**config.mk**
```make
export PLATFORM = sky130hd
export DESIGN_NAME = strobed_char_tx
export DESIGN_NICKNAME = d
export VERILOG_FILES = /design/src/rtl/tx_pkg.sv /design/src/rtl/tx_bit_timer.sv /design/src/rtl/tx_break_gen.sv /design/src/rtl/tx_frame_seq.sv /design/src/rtl/strobed_char_tx.sv
export SDC_FILE = /design/constraint.sdc
export NUM_CORES = 1
export LEC_CHECK = 0
export BUFFER_PORTS_ARGS = -buffer_cell sky130_fd_sc_hd__buf_4
export CELL_PAD_IN_SITES_DETAIL_PLACEMENT = 1
export CELL_PAD_IN_SITES_GLOBAL_PLACEMENT = 1
export CORE_UTILIZATION = 25
export DETAILED_ROUTE_END_ITERATION = 16
export HOLD_SLACK_MARGIN = 0.05
export PLACE_DENSITY_LB_ADDON = 0.1
export RECOVER_POWER = 25
export SETUP_SLACK_MARGIN = 0.2
export SLEW_MARGIN = 25
export SYNTH_ARGS = -nofsm -noshare
export SYNTH_HDL_FRONTEND = slang
export SYNTH_SLANG_ARGS = --single-unit
```
**constraint.sdc**
```tcl
create_clock -name clk -period 2.7 [get_ports clk]
set_input_delay 0.405 -clock clk [delete_from_list [all_inputs] [get_ports clk]]
set_output_delay 0.405 -clock clk [all_outputs]
set_load 0.01 [all_outputs]
```
**src/rtl/tx_pkg.sv**
```systemverilog
// Shared types for the strobed character transmitter.
// Assumes nothing beyond IEEE 1800-2017 packages.
`timescale 1ns/1ps
package tx_pkg;

    // Phase of the frame currently on the line.
    typedef enum logic [2:0] {
        PH_IDLE   = 3'd0,
        PH_START  = 3'd1,
        PH_DATA   = 3'd2,
        PH_PARITY = 3'd3,
        PH_STOP   = 3'd4
    } tx_phase_e;

endpackage

```
**src/rtl/tx_bit_timer.sv**
```systemverilog
// Divides the oversampling enable down to one pulse per bit time.
// Assumes: run is low for at least the cycle in which a frame is loaded,
// so every frame starts from a cleared count.
`timescale 1ns/1ps
module tx_bit_timer #(
    parameter int OVERSAMPLE = 8
) (
    input  logic clk,
    input  logic rst_n,
    input  logic run,
    input  logic tick,
    output logic bit_end
);

    localparam int CW = (OVERSAMPLE > 1) ? $clog2(OVERSAMPLE) : 1;
    localparam logic [CW-1:0] LAST = CW'(OVERSAMPLE - 1);

    logic [CW-1:0] sub_q;

    // Count enable pulses inside the current bit; clear while stopped.
    always_ff @(posedge clk) begin
        if (!rst_n) begin
            sub_q <= '0;
        end else if (!run) begin
            sub_q <= '0;
        end else if (tick) begin
            sub_q <= (sub_q == LAST) ? '0 : sub_q + CW'(1);
        end
    end

    // Last enable pulse of a bit closes that bit.
    assign bit_end = run && tick && (sub_q == LAST);

endmodule

```
**src/rtl/tx_break_gen.sv**
```systemverilog
// Produces one timed break per rising edge of the request.
// Assumes: BREAK_CYCLES >= 1; an edge that arrives during a break is dropped.
`timescale 1ns/1ps
module tx_break_gen #(
    parameter int BREAK_CYCLES = 2_400_000
) (
    input  logic clk,
    input  logic rst_n,
    input  logic req,
    output logic active,
    output logic start
);

    localparam int BW = $clog2(BREAK_CYCLES + 1);
    localparam logic [BW-1:0] LOAD_VAL = BW'(BREAK_CYCLES);

    logic          req_q;
    logic [BW-1:0] left_q;

    // Remember last request level for edge detection.
    always_ff @(posedge clk) begin
        if (!rst_n) req_q <= 1'b0;
        else        req_q <= req;
    end

    assign active = (left_q != '0);
    assign start  = req && !req_q && !active;

    // Load the break length on a start, then count down to zero.
    always_ff @(posedge clk) begin
        if (!rst_n) begin
            left_q <= '0;
        end else if (start) begin
            left_q <= LOAD_VAL;
        end else if (active) begin
            left_q <= left_q - BW'(1);
        end
    end

endmodule

```
**src/rtl/tx_frame_seq.sv**
```systemverilog
// Walks one frame through start, data, parity and stop phases.
// Parity is accumulated serially, one data bit per bit time.
// Assumes: load and abort are never high together (the top gives abort
// priority by masking load).
`timescale 1ns/1ps
module tx_frame_seq
    import tx_pkg::*;
#(
    parameter int DATA_W    = 7,
    parameter int RATE_W    = 4,
    parameter int SLOW_CODE = 0
) (
    input  logic              clk,
    input  logic              rst_n,
    input  logic              load,
    input  logic              abort,
    input  logic              bit_end,
    input  logic [DATA_W-1:0] data,
    input  logic [RATE_W-1:0] rate,
    output logic              line,
    output logic              busy
);

    localparam int IW = (DATA_W > 1) ? $clog2(DATA_W) : 1;
    localparam logic [IW-1:0]     LAST_IDX = IW'(DATA_W - 1);
    localparam logic [RATE_W-1:0] SLOW     = RATE_W'(SLOW_CODE);

    tx_phase_e         phase_q;
    logic [DATA_W-1:0] shreg_q;
    logic [IW-1:0]     idx_q;
    logic              par_q;
    logic              two_stop_q;
    logic              extra_stop_q;

    // Frame state: load, abandon or advance one bit per bit_end.
    always_ff @(posedge clk) begin
        if (!rst_n) begin
            phase_q      <= PH_IDLE;
            shreg_q      <= '0;
            idx_q        <= '0;
            par_q        <= 1'b0;
            two_stop_q   <= 1'b0;
            extra_stop_q <= 1'b0;
        end else if (abort) begin
            phase_q <= PH_IDLE;
        end else if (load) begin
            phase_q      <= PH_START;
            shreg_q      <= data;
            idx_q        <= '0;
            par_q        <= 1'b0;
            two_stop_q   <= (rate == SLOW);
            extra_stop_q <= 1'b0;
        end else if (bit_end) begin
            unique case (phase_q)
                PH_START: phase_q <= PH_DATA;
                PH_DATA: begin
                    par_q   <= par_q ^ shreg_q[0];
                    shreg_q <= shreg_q >> 1;
                    if (idx_q == LAST_IDX) phase_q <= PH_PARITY;
                    else                   idx_q   <= idx_q + IW'(1);
                end
                PH_PARITY: begin
                    phase_q      <= PH_STOP;
                    extra_stop_q <= two_stop_q;
                end
                PH_STOP: begin
                    if (extra_stop_q) extra_stop_q <= 1'b0;
                    else              phase_q      <= PH_IDLE;
                end
                default: phase_q <= PH_IDLE;
            endcase
        end
    end

    // Line level for the current phase.
    always_comb begin
        unique case (phase_q)
            PH_START:  line = 1'b0;
            PH_DATA:   line = shreg_q[0];
            PH_PARITY: line = par_q;
            default:   line = 1'b1;
        endcase
    end

    assign busy = (phase_q != PH_IDLE);

endmodule

```
**src/rtl/strobed_char_tx.sv**
```systemverilog
// Top of the strobed parallel-to-serial character transmitter.
// Joins the bit timer, the frame sequencer and the break generator, and
// decides which of strobe and break reaches the line.
// Assumes: tick8 is a one-cycle enable at eight times the bit rate and
// char_in is stable in the cycle char_stb is high.
`timescale 1ns/1ps
module strobed_char_tx #(
    parameter int DATA_W       = 7,
    parameter int OVERSAMPLE   = 8,
    parameter int RATE_W       = 4,
    parameter int SLOW_CODE    = 0,
    parameter int BREAK_CYCLES = 2_400_000
) (
    input  logic              clk,
    input  logic              rst_n,
    input  logic              tick8,
    input  logic [DATA_W-1:0] char_in,
    input  logic              char_stb,
    input  logic [RATE_W-1:0] rate_sel,
    input  logic              brk_req,
    output logic              ser_out,
    output logic              echo_out,
    output logic              busy,
    output logic              brk_active
);

    logic bit_end;
    logic brk_start;
    logic frame_line;
    logic load;

    tx_break_gen #(
        .BREAK_CYCLES (BREAK_CYCLES)
    ) u_brk (
        .clk    (clk),
        .rst_n  (rst_n),
        .req    (brk_req),
        .active (brk_active),
        .start  (brk_start)
    );

    tx_bit_timer #(
        .OVERSAMPLE (OVERSAMPLE)
    ) u_timer (
        .clk     (clk),
        .rst_n   (rst_n),
        .run     (busy),
        .tick    (tick8),
        .bit_end (bit_end)
    );

    // A strobe only starts a frame when nothing else owns the line.
    assign load = char_stb && !busy && !brk_active && !brk_start;

    tx_frame_seq #(
        .DATA_W    (DATA_W),
        .RATE_W    (RATE_W),
        .SLOW_CODE (SLOW_CODE)
    ) u_seq (
        .clk     (clk),
        .rst_n   (rst_n),
        .load    (load),
        .abort   (brk_start),
        .bit_end (bit_end),
        .data    (char_in),
        .rate    (rate_sel),
        .line    (frame_line),
        .busy    (busy)
    );

    // Break forces space; otherwise the frame drives the line.
    assign ser_out  = frame_line && !brk_active;
    assign echo_out = ser_out;

endmodule

```
==> results of run 1 <==
## power by group through the flow
stage | clock network (mW) | registers [mW] | logic (mW)
global route | 0.575 | 0.903 | 1.61
finish | 0.522 | 0.884 | 1.45
CTS | 0.547 | 0.880 | 1.39
global placement | 0 | 0.884 | 1.28
floorplan | 0 | 0.858 | 0.912
detailed placement | 0 | 0.883 | 1.29
## registers in the layout, indices dropped and copies added (netlist names)
register            flops
u_brk.left_q           22
u_seq.shreg_q           7
u_seq.idx_q             3
u_seq.phase_q           3
u_timer.sub_q           3
u_brk.req_q             1
u_seq.extra_stop_q      1
u_seq.par_q             1
u_seq.two_stop_q        1
## worst max-delay path, cell delays in order, from the launching register on
cell and delay, ps:
sky130_fd_sc_hd__dfxtp_1 320, sky130_fd_sc_hd__inv_1 70, sky130_fd_sc_hd__ha_1 130, sky130_fd_sc_hd__or4b_4 490
sky130_fd_sc_hd__or4_4 490, sky130_fd_sc_hd__or3_1 490, sky130_fd_sc_hd__nand2_4 160, sky130_fd_sc_hd__buf_6 160
sky130_fd_sc_hd__a211oi_1 50
## kinds of logic after synthesis
kind of cell / Yosys count / share of synthesized area (%)
buffers and inverters: 25 / 5.56
and+or+nand+nor: 98 / 26.0
muxes: 4 / 1.93
AOI/OAI and AO/OA: 60 / 20.1
xor gates and xnor gates: 9 / 3.68
adders and majority gates: 6 / 3.51
DFF: 42 / 39.3
## what timing repair did
action	in CTS	in global routing
setup buffers	1	4
pin swaps	1	8
gates resized for setup	11	6
hold endpoints to repair	0	0
setup endpoints to repair	13	29
## worst paths after layout
kind | endpoint | slack, ps | from | depth (start not counted)
setup reg to reg | u_brk.left_q[1] | 220 | u_brk.left_q[0] | 8
setup / recovery | u_brk.left_q[1] | 220 | u_brk.left_q[0] | 8
hold reg to reg | u_seq.shreg_q[5] | 480 | u_seq.shreg_q[6] | 2
hold / removal | u_brk.req_q | 320 | brk_req | 2
## final cells by class
type	instances	area [um^2]	share of cell area (%)
clock buffers	6	82.6	3.06
clock inverters	1	30.0	1.11
inverters	13	48.8	1.81
multi-input cells	177	1240	46.0
flip-flops and latches	42	847	31.4
well taps	105	131	4.87
repair buffers	40	317	11.7
## cells in the mapped netlist (3+ instances only)
| master | n | share of area [%] |
|---|---|---|
| sky130_fd_sc_hd__nand2b_1 | 3 | 0.88 |
| sky130_fd_sc_hd__nor4_1 | 7 | 2.0 |
| sky130_fd_sc_hd__a21oi_1 | 12 | 2.8 |
| sky130_fd_sc_hd__a311oi_1 | 5 | 2.0 |
| sky130_fd_sc_hd__nand3b_1 | 3 | 1.1 |
| sky130_fd_sc_hd__nor2_1 | 24 | 4.2 |
| sky130_fd_sc_hd__a221oi_1 | 6 | 2.5 |
| sky130_fd_sc_hd__dfxtp_1 | 42 | 39 |
| sky130_fd_sc_hd__and3_1 | 4 | 1.2 |
| sky130_fd_sc_hd__inv_1 | 13 | 2.3 |
| sky130_fd_sc_hd__nor3_1 | 16 | 3.7 |
| sky130_fd_sc_hd__nand2_1 | 10 | 1.8 |
| sky130_fd_sc_hd__xnor2_1 | 7 | 2.9 |
| sky130_fd_sc_hd__clkbuf_1 | 6 | 1.1 |
| sky130_fd_sc_hd__mux2i_1 | 3 | 1.4 |
| sky130_fd_sc_hd__nand3_1 | 6 | 1.4 |
| sky130_fd_sc_hd__or4_1 | 3 | 1.1 |
| sky130_fd_sc_hd__or3_1 | 3 | 0.88 |
| sky130_fd_sc_hd__nand4_1 | 4 | 1.2 |
| sky130_fd_sc_hd__o21ai_0 | 9 | 2.1 |
| sky130_fd_sc_hd__a211oi_1 | 11 | 3.9 |
| sky130_fd_sc_hd__ha_1 | 6 | 3.5 |
## through the flow
stage                     utilization (%)  total power [mW]  setup slack, ps  std cells
after floorplan                         -              1.77              236        244
after global placement               30.1              2.16              185        372
after detailed placement             30.1              2.17              143        372
after CTS                            32.1              2.82              203        380
after global routing                 32.7              3.09              105        384
final                                32.7              2.86              218        384
## layer usage
layer	wire, um	up-vias
li1	-	971
met1	2810	945
met2	2880	16
met3	128	5
met4	48	0
met5	0	-
==> metrics.txt, run 1 <==
CP startpoint kind=flop; Cell Int Power=about 1.7 mW; switching part of the total power=between 30% and 40%; sequential group share of total power=a little under a third; met3 usage in global routing=roughly 2.9%; layout cells sized above 1=24.4%; number of enable-type register cells in the synthesized netlist=0; TritonCTS buffer count=5; minimum clock period=between 2000 and 2500 ps; HPWL Detailed=between 4000 and 5000 um; I/O Pins=20; number of global-route vias before repair=around 1.9k; Seq cells post-synth=42; Die Height=94.5 um; max-capacitance violation count=0; number of iterations in the first detailed-routing pass=4; worst skew pair latency=around 290 ps; element type at the critical path end=flop; count of final max-slew check failures=0; path class of the lowest-slack min-delay path=input port to flop; status=complete, no violations; worst setup skew after layout=about 6.2 ps; final hold viol count=0; initial antenna violation count=0; register clock-pin slew on the reported worst setup and hold paths=80 ps; standard cell core area=8260 um^2; area of the mapped netlist=about 2100 um^2; share of total power in combinational logic=slightly above 50%; peak supply drop=0.000366 V; Cell variety after synth=56; Horiz. Die Dim=94.5 um; worst setup path class=flop to flop; Main synth FF type=sky130_fd_sc_hd__dfxtp_1; Yosys Warn Count=0; sequential-to-total area share from yosys stat=a little under 40%; Psw=between 1 and 1.5 mW; global-route wire length before repair=between 9000 and 10000 um; Rel. slew slack=around 54%; vias per cell=5.04; met2 demand-to-capacity share in global routing=between 20% and 30%; standard cell area after detailed placement=~2500 um^2; synthesized area per cell=between 8 and 9 um^2; cell area after layout=between 2000 and 3000 um^2; Layout Area Growth over Synthesis=26.1%; number of nets in the finished design=~300; Rows=33; smallest hold slack=between 300 and 400 ps; Max Clock Freq=slightly above 0.4 GHz; number of buffers on the longest clock path=2; Leak=around 1 nW; antenna diode count=0; routed len/inst=15.3 um; largest net degree at the start of global routing=16; fraction of power consumed by the clock network=18.3%; routed vias=just under 2k; Fill cells=around 1000; number of nets in the synthesized netlist=~270; maximum level of the CTS H-tree=2; total of hold buffers inserted after clock tree synthesis=0; global routing met1 resource utilization=between 10% and 20%; Power per Cell Area=approximately 1100 nW/um^2; final antenna-violating net count=0; total global routing overflow=0; Global Route Usage Sum=approximately 14%; total die area=8930 um^2; most frequent cells in the layout=sky130_fd_sc_hd__dfxtp_1 (39), sky130_fd_sc_hd__buf_4 (34), sky130_fd_sc_hd__nor2_1 (23), sky130_fd_sc_hd__nor3_1 (16), sky130_fd_sc_hd__inv_1 (13); Buffers on Ports=19; placer's final routability congestion estimate=just under 0.7; TritonCTS clock tree=yes; First DRT Iteration DRCs=70; layer with the highest usage after global routing=met2; arrival time of data at the critical path endpoint=2670 ps; total negative setup slack=0 ps; Starting Density=roughly a quarter; transition time of the tightest slew-check pin=690 ps; Routed Wire Length=just under 6000 um; Worst EP required=~2900 ps; Async S/R FF share, synth=0%; Max FO, Critical Path=10; root cell of the clock tree=sky130_fd_sc_hd__clkbuf_8; cell count after synthesis=approximately 240; leading cell type in the layout, fill and taps excluded=sky130_fd_sc_hd__dfxtp_1; # DRC=0; period utilisation layout=between 90% and 100%; RSZ-0062 raised after global routing=yes; final count of negative-setup-slack endpoints=0; total number of clock tree sinks=between 40 and 50
Note: power is estimated with default switching activity, not from simulation.
==> run 2: changes to the inputs <==
--- a/config.mk
+++ b/config.mk
@@ -11,7 +11,7 @@
 export CORE_UTILIZATION = 25
 export DETAILED_ROUTE_END_ITERATION = 16
 export HOLD_SLACK_MARGIN = 0.05
-export PLACE_DENSITY_LB_ADDON = 0.1
+export PLACE_DENSITY_LB_ADDON = 0.12
 export RECOVER_POWER = 25
 export SETUP_SLACK_MARGIN = 0.2
 export SLEW_MARGIN = 25
==> run 2 against run 1 <==
Combinational power barely moved. Count of clock-buffer cells in the layout fell by 1. Fmax is 0.61% lower. Critical endpoint is now echo_out. Largest cell class unchanged.
==> metrics.txt, run 2 (synthesized netlist as in run 1, its figures left out) <==
status=complete, no violations; RSZ-0062 raised after global routing=yes; register clock-pin slew on the reported worst setup and hold paths=90 ps (about the same); total negative setup slack=0 ps (unchanged); most frequent cells in the layout=sky130_fd_sc_hd__dfxtp_1 (38), sky130_fd_sc_hd__buf_4 (34), sky130_fd_sc_hd__nor2_1 (23), sky130_fd_sc_hd__nor3_1 (16), sky130_fd_sc_hd__inv_1 (13); # DRC=0 (unchanged); number of global-route vias before repair=1909 (-1.5%); Cell Int Power=1.60 mW (-7.0%); I/O Pins=20 (unchanged); routed len/inst=14.9 um (-2.2%); Max FO, Critical Path=6 (-4); layout cells sized above 1=25.4% (+1.1 points); number of buffers on the longest clock path=2 (unchanged); path class of the lowest-slack min-delay path=input port to flop; Layout Area Growth over Synthesis=25.1%; standard cell core area=8260 um^2 (unchanged); transition time of the tightest slew-check pin=798 ps (+108 ps); First DRT Iteration DRCs=58 (-17%); peak supply drop=0.000441 V (+21%); Worst EP required=2300 ps (-590 ps); total of hold buffers inserted after clock tree synthesis=0 (unchanged); minimum clock period=2500 ps (+15.1 ps); antenna diode count=0 (unchanged); final antenna-violating net count=0 (unchanged); element type at the critical path end=output port; total number of clock tree sinks=42 (unchanged); Psw=1.12 mW (-0.89%); Horiz. Die Dim=94.5 um (unchanged); leading cell type in the layout, fill and taps excluded=sky130_fd_sc_hd__dfxtp_1; share of total power in combinational logic=52.1% (+1.3 points); Rel. slew slack=46.8% (-7.2 points); root cell of the clock tree=sky130_fd_sc_hd__clkbuf_8; routed vias=1946 (+0.46%); worst setup path class=flop to output port; HPWL Detailed=4200 um (-2.3%); count of final max-slew check failures=0 (unchanged); Leak=0.964 nW (-2.1%); CP startpoint kind=flop; vias per cell=5.07 (+0.46%); worst skew pair latency=300 ps (about the same); Die Height=94.5 um (unchanged); initial antenna violation count=0 (unchanged); Global Route Usage Sum=13.9% (-0.19 points); maximum level of the CTS H-tree=2 (unchanged); number of nets in the finished design=300 (-0.33%); max reg flops=22 (unchanged); largest net degree at the start of global routing=16 (unchanged); TritonCTS clock tree=yes; switching part of the total power=41.2% (+1.5 points); Buffers on Ports=19 (unchanged); Routed Wire Length=5730 um (-2.2%); worst setup skew after layout=12.3 ps (+6.12 ps); Power per Cell Area=1020 nW/um^2 (-3.8%); period utilisation layout=92.5% (+0.56 points); cell area after layout=2680 um^2 (-0.83%); max-capacitance violation count=0 (unchanged); total global routing overflow=0 (unchanged); arrival time of data at the critical path endpoint=2090 ps (-580 ps); registers with the most flip-flops=u_brk.left_q x22, u_seq.shreg_q x7; sequential group share of total power=32.9% (+1.9 points); Starting Density=25.9% (unchanged); fraction of power consumed by the clock network=15.0% (-3.3 points); standard cell area after detailed placement=2480 um^2 (-0.10%); Max Clock Freq=0.400 GHz (-0.61%); final count of negative-setup-slack endpoints=0 (unchanged); TritonCTS buffer count=5 (unchanged); number of iterations in the first detailed-routing pass=4 (unchanged); Rows=33 (unchanged); placer's final routability congestion estimate=0.686 (+1.3%); final hold viol count=0 (unchanged); register with the most flip-flops=u_brk.left_q; total die area=8930 um^2 (unchanged); global-route wire length before repair=9560 um (-2.2%)
## run 2: critical path, stage by stage, from the launching register on
cell,delay [ps]
sky130_fd_sc_hd__dfxtp_2,360
sky130_fd_sc_hd__or4_4,580
sky130_fd_sc_hd__nor4_4,250
sky130_fd_sc_hd__clkbuf_1,230
sky130_fd_sc_hd__nand2_2,120
sky130_fd_sc_hd__nor2_4,130
sky130_fd_sc_hd__buf_4,130
## run 2: per-stage QoR
step / std cells / setup WS (ps) / utilization, % / hold WS, ps / power [mW]
floorplan: 244 / 236 / - / 441 / 1.77
global placement: 370 / 174 / 30.1 / 461 / 2.15
detailed placement: 370 / 133 / 30.1 / 465 / 2.16
CTS: 382 / 202 / 31.8 / 299 / 2.71
global route: 384 / 95.1 / 32.4 / 300 / 2.95
finish: 384 / 202 / 32.4 / 310 / 2.72
## run 2: routing by layer
layer	up-vias	wire (um)	GRT usage, %
met1	943	2840	18.1
met5	-	0	0
li1	985	-	-
met4	0	39	3.41
met3	5	134	2.50
met2	13	2710	23.8
## run 2: power groups by stage
stage | Combinational, mW | Clock, mW | Sequential [mW]
floorplan | 0.912 | 0 | 0.858
finish | 1.42 | 0.409 | 0.896
global route | 1.57 | 0.458 | 0.920
CTS | 1.38 | 0.439 | 0.889
global placement | 1.25 | 0 | 0.896
detailed placement | 1.26 | 0 | 0.896
## run 2: final timing paths
path                                       start               end  slack [ps]  cells after the start
worst max-delay path             u_brk.left_q[4]          echo_out         200                      6
worst max register to register   u_brk.left_q[4]  u_seq.two_stop_q         220                      9
worst min-delay path                     brk_req       u_brk.req_q         310                      2
worst min register to register  u_seq.shreg_q[6]  u_seq.shreg_q[5]         480                      2
## run 2: final cells by class
cell class / count / area (um^2)
clock buffers: 5 / 68.8
fillers: 986 / 5580
flip-flops and latches: 42 / 846
repair buffers: 39 / 307
clock inverters: 3 / 21.3
well taps: 105 / 131
multi-input cells: 177 / 1250
inverters: 13 / 48.8
## run 2: timing repair
| action | 4_1_cts | 5_1_grt |
|---|---|---|
| hold endpoints to repair | 0 | 0 |
| setup endpoints to repair | 16 | 30 |
| gates resized for setup | 4 | 12 |
| buffers inserted | 4 | 2 |
| pin swaps | 2 | 5 |
==> run 3: changes to the inputs <==
--- a/config.mk
+++ b/config.mk
@@ -10,6 +10,7 @@
 export CELL_PAD_IN_SITES_GLOBAL_PLACEMENT = 1
 export CORE_UTILIZATION = 25
 export DETAILED_ROUTE_END_ITERATION = 16
+export GPL_TIMING_DRIVEN = 0
 export HOLD_SLACK_MARGIN = 0.05
 export PLACE_DENSITY_LB_ADDON = 0.12
 export RECOVER_POWER = 25
==> constraint.sdc (replaced) <==
create_clock -name clk -period 2.8 [get_ports clk]
set_input_delay 0.42 -clock clk [delete_from_list [all_inputs] [get_ports clk]]
set_output_delay 0.42 -clock clk [all_outputs]
set_load 0.01 [all_outputs]
==> run 3 against run 2 <==
Register-to-register slack hardly changed. Hold slack improved by 14 ps. Die area unchanged. Critical path type is now flop to flop. Largest power group unchanged. Global-route usage grew 0.48 points. Critical endpoint is now u_brk.left_q[10]. Count of clock-buffer cells in the layout rose by 1. Critical path depth grew 3. Highest routed layer unchanged. Sequential share of layout area shrank 0.76 points.
==> metrics.txt, run 3 (synthesized netlist as in run 1, its figures left out) <==
status=complete, no violations; Cell Int Power=1.62 mW (+0.95%); RSZ-0062 raised after global routing=yes; cell-by-cell listing of the critical path=inv_4 > ha_4 > or4b_4 > or4_4 > buf_6 > nor3_4 > clkbuf_2 > nor3_1 > a211oi_1; stage delay of the slowest cell on the critical path=500 ps (-80 ps); TritonCTS clock tree=yes; maximum level of the CTS H-tree=2 (unchanged); flop2flop setup slack=210 ps (about the same); Layout Area Growth over Synthesis=28.5%; Buffers on Ports=19 (unchanged); total number of clock tree sinks=42 (unchanged); Non-Filler Instances=389 (+1.3%); routed vias=1974 (+1.4%); Psw=1.14 mW (+1.9%); CP top delay family=simple AND/OR/NAND/NOR gates; switching part of the total power=41.4% (+0.22 points); total global routing overflow=0 (unchanged); number of buffers on the longest clock path=2 (unchanged); Max Clock Freq=around 0.39 GHz; max reg flops=22 (unchanged); worst setup skew after layout=12.6 ps (+0.268 ps); placer's final routability congestion estimate=0.697 (+1.7%); register with the most flip-flops=u_brk.left_q; TritonCTS buffer count=5 (unchanged); First DRT Iteration DRCs=79 (+36%); period utilisation layout=approximately 92%; Placed Instances=368 (-0.54%); worst skew pair latency=300 ps (about the same); vias per cell=5.07 (+0.14%); I/O Pins=20 (unchanged); number of nets in the finished design=305 (+1.7%); Max FO, Critical Path=10 (+4); root cell of the clock tree=sky130_fd_sc_hd__clkbuf_8; final hold viol count=0 (unchanged); fraction of power consumed by the clock network=15.3% (+0.3 points); Power per Cell Area=1000 nW/um^2 (-1.4%); transition time of the tightest slew-check pin=911 ps (+113 ps); smallest hold slack=324 ps (+13.7 ps); leading cell type in the layout, fill and taps excluded=sky130_fd_sc_hd__dfxtp_1; most frequent cells in the layout=sky130_fd_sc_hd__dfxtp_1 (40), sky130_fd_sc_hd__buf_4 (30), sky130_fd_sc_hd__nor2_1 (23), sky130_fd_sc_hd__nor3_1 (15), sky130_fd_sc_hd__a21oi_1 (12); Horiz. Die Dim=94.5 um (unchanged); minimum clock period=~2600 ps; routed len/inst=15.6 um (+4.4%); Die Height=94.5 um (unchanged); global-route wire length before repair=9880 um (+3.4%); number of iterations in the first detailed-routing pass=4 (unchanged); final antenna-violating net count=0 (unchanged); antenna diode count=0 (unchanged); master of the slowest instance on the critical path=sky130_fd_sc_hd__or4_4; initial antenna violation count=0 (unchanged); share of total power in combinational logic=53.1% (+1.0 points); count of final max-slew check failures=0 (unchanged); total power after layout=2.76 mW (+1.3%); peak supply drop=0.000428 V (-3.0%); Worst EP required=3000 ps (+700 ps); worst setup path class=flop to flop; largest net degree at the start of global routing=14 (-2); # DRC=0 (unchanged); buffers and inverters on the worst path=3 (+1); Rows=33 (unchanged); element type at the critical path end=flop; final count of negative-setup-slack endpoints=0 (unchanged); max-capacitance violation count=0 (unchanged); standard cell core area=8260 um^2 (unchanged); Rel. slew slack=38.7% (-8.1 points); CP startpoint kind=flop; Starting Density=25.9% (unchanged); HPWL Detailed=4260 um (+1.4%); Global Route Usage Sum=14.4% (+0.48 points); Leak=0.979 nW (+1.6%); register clock-pin slew on the reported worst setup and hold paths=90 ps (about the same); number of global-route vias before repair=1914 (+0.26%); total die area=8930 um^2 (unchanged); registers with the most flip-flops=u_brk.left_q x22, u_seq.shreg_q x7; sequential group share of total power=31.5% (-1.4 points); path class of the lowest-slack min-delay path=input port to flop; Routed Wire Length=6060 um (+5.8%); arrival time of data at the critical path endpoint=2790 ps (+700 ps); total negative setup slack=0 ps (unchanged); layout cells sized above 1=26.8% (+1.3 points)
run 3: cell types whose count changed in the layout (fill, tap and decap cells not counted), sizes merged:
cell	change
clkbuf	+5
buf	+1
clkinv	-1
run 3: routing by layer:
layer  part of all wire, %  up-vias  GRT usage (%)  routed length [um]
met1                    49      954           19.0                2980
met2                    47       24           24.2                2860
met4                  0.78        0           3.79                  47
met3                   2.8        5           2.58                 172
li1                      -      991              -                   -
met5                     0        -              0                   0
run 3: path summary, 6_finish.rpt:
check | startpoint | end | depth (start not counted)
worst max-delay path | u_brk.left_q[0] | u_brk.left_q[10] | 9
worst min-delay path | brk_req | u_brk.req_q | 2
worst max register to register | u_brk.left_q[0] | u_brk.left_q[10] | 9
worst min register to register | u_seq.shreg_q[4] | u_seq.shreg_q[4] | 2
run 3: cell type report:
class                      count  area (um^2)
fill                         985         5510
multi-input combinational    177         1290
sequential                    42          848
timing repair buffer          32          240
tap                          105          131
buffer                        12         88.8
clock buffer                   6         82.6
inverter                      13         53.8
clock inverter                 2         12.5
run 3: timing repair:
action	4_1_cts	5_1_grt
buffers inserted	7	6
hold endpoints to repair	0	0
setup endpoints to repair	31	37
hold buffers	0	0
pin swaps	5	7
gates resized for setup	17	21
run 3: metrics by stage:
stage | area, um^2 | setup WS (ps) | utilization, %
after floorplan | 2150 | 267 | -
after global placement | 2420 | -130 | 29.3
after detailed placement | 2430 | -145 | 29.4
after CTS | 2650 | 172 | 32.0
after global routing | 2750 | 71.6 | 33.3
final | 2750 | 214 | 33.3
run 3: power groups by stage:
stage                     combinational (mW)  sequential, mW  clock [mW]
after detailed placement                1.15           0.869           0
final                                   1.47           0.871       0.422
after global routing                    1.62           0.891       0.470
after floorplan                        0.877           0.828           0
after global placement                  1.14           0.862           0
after CTS                               1.35           0.867       0.440
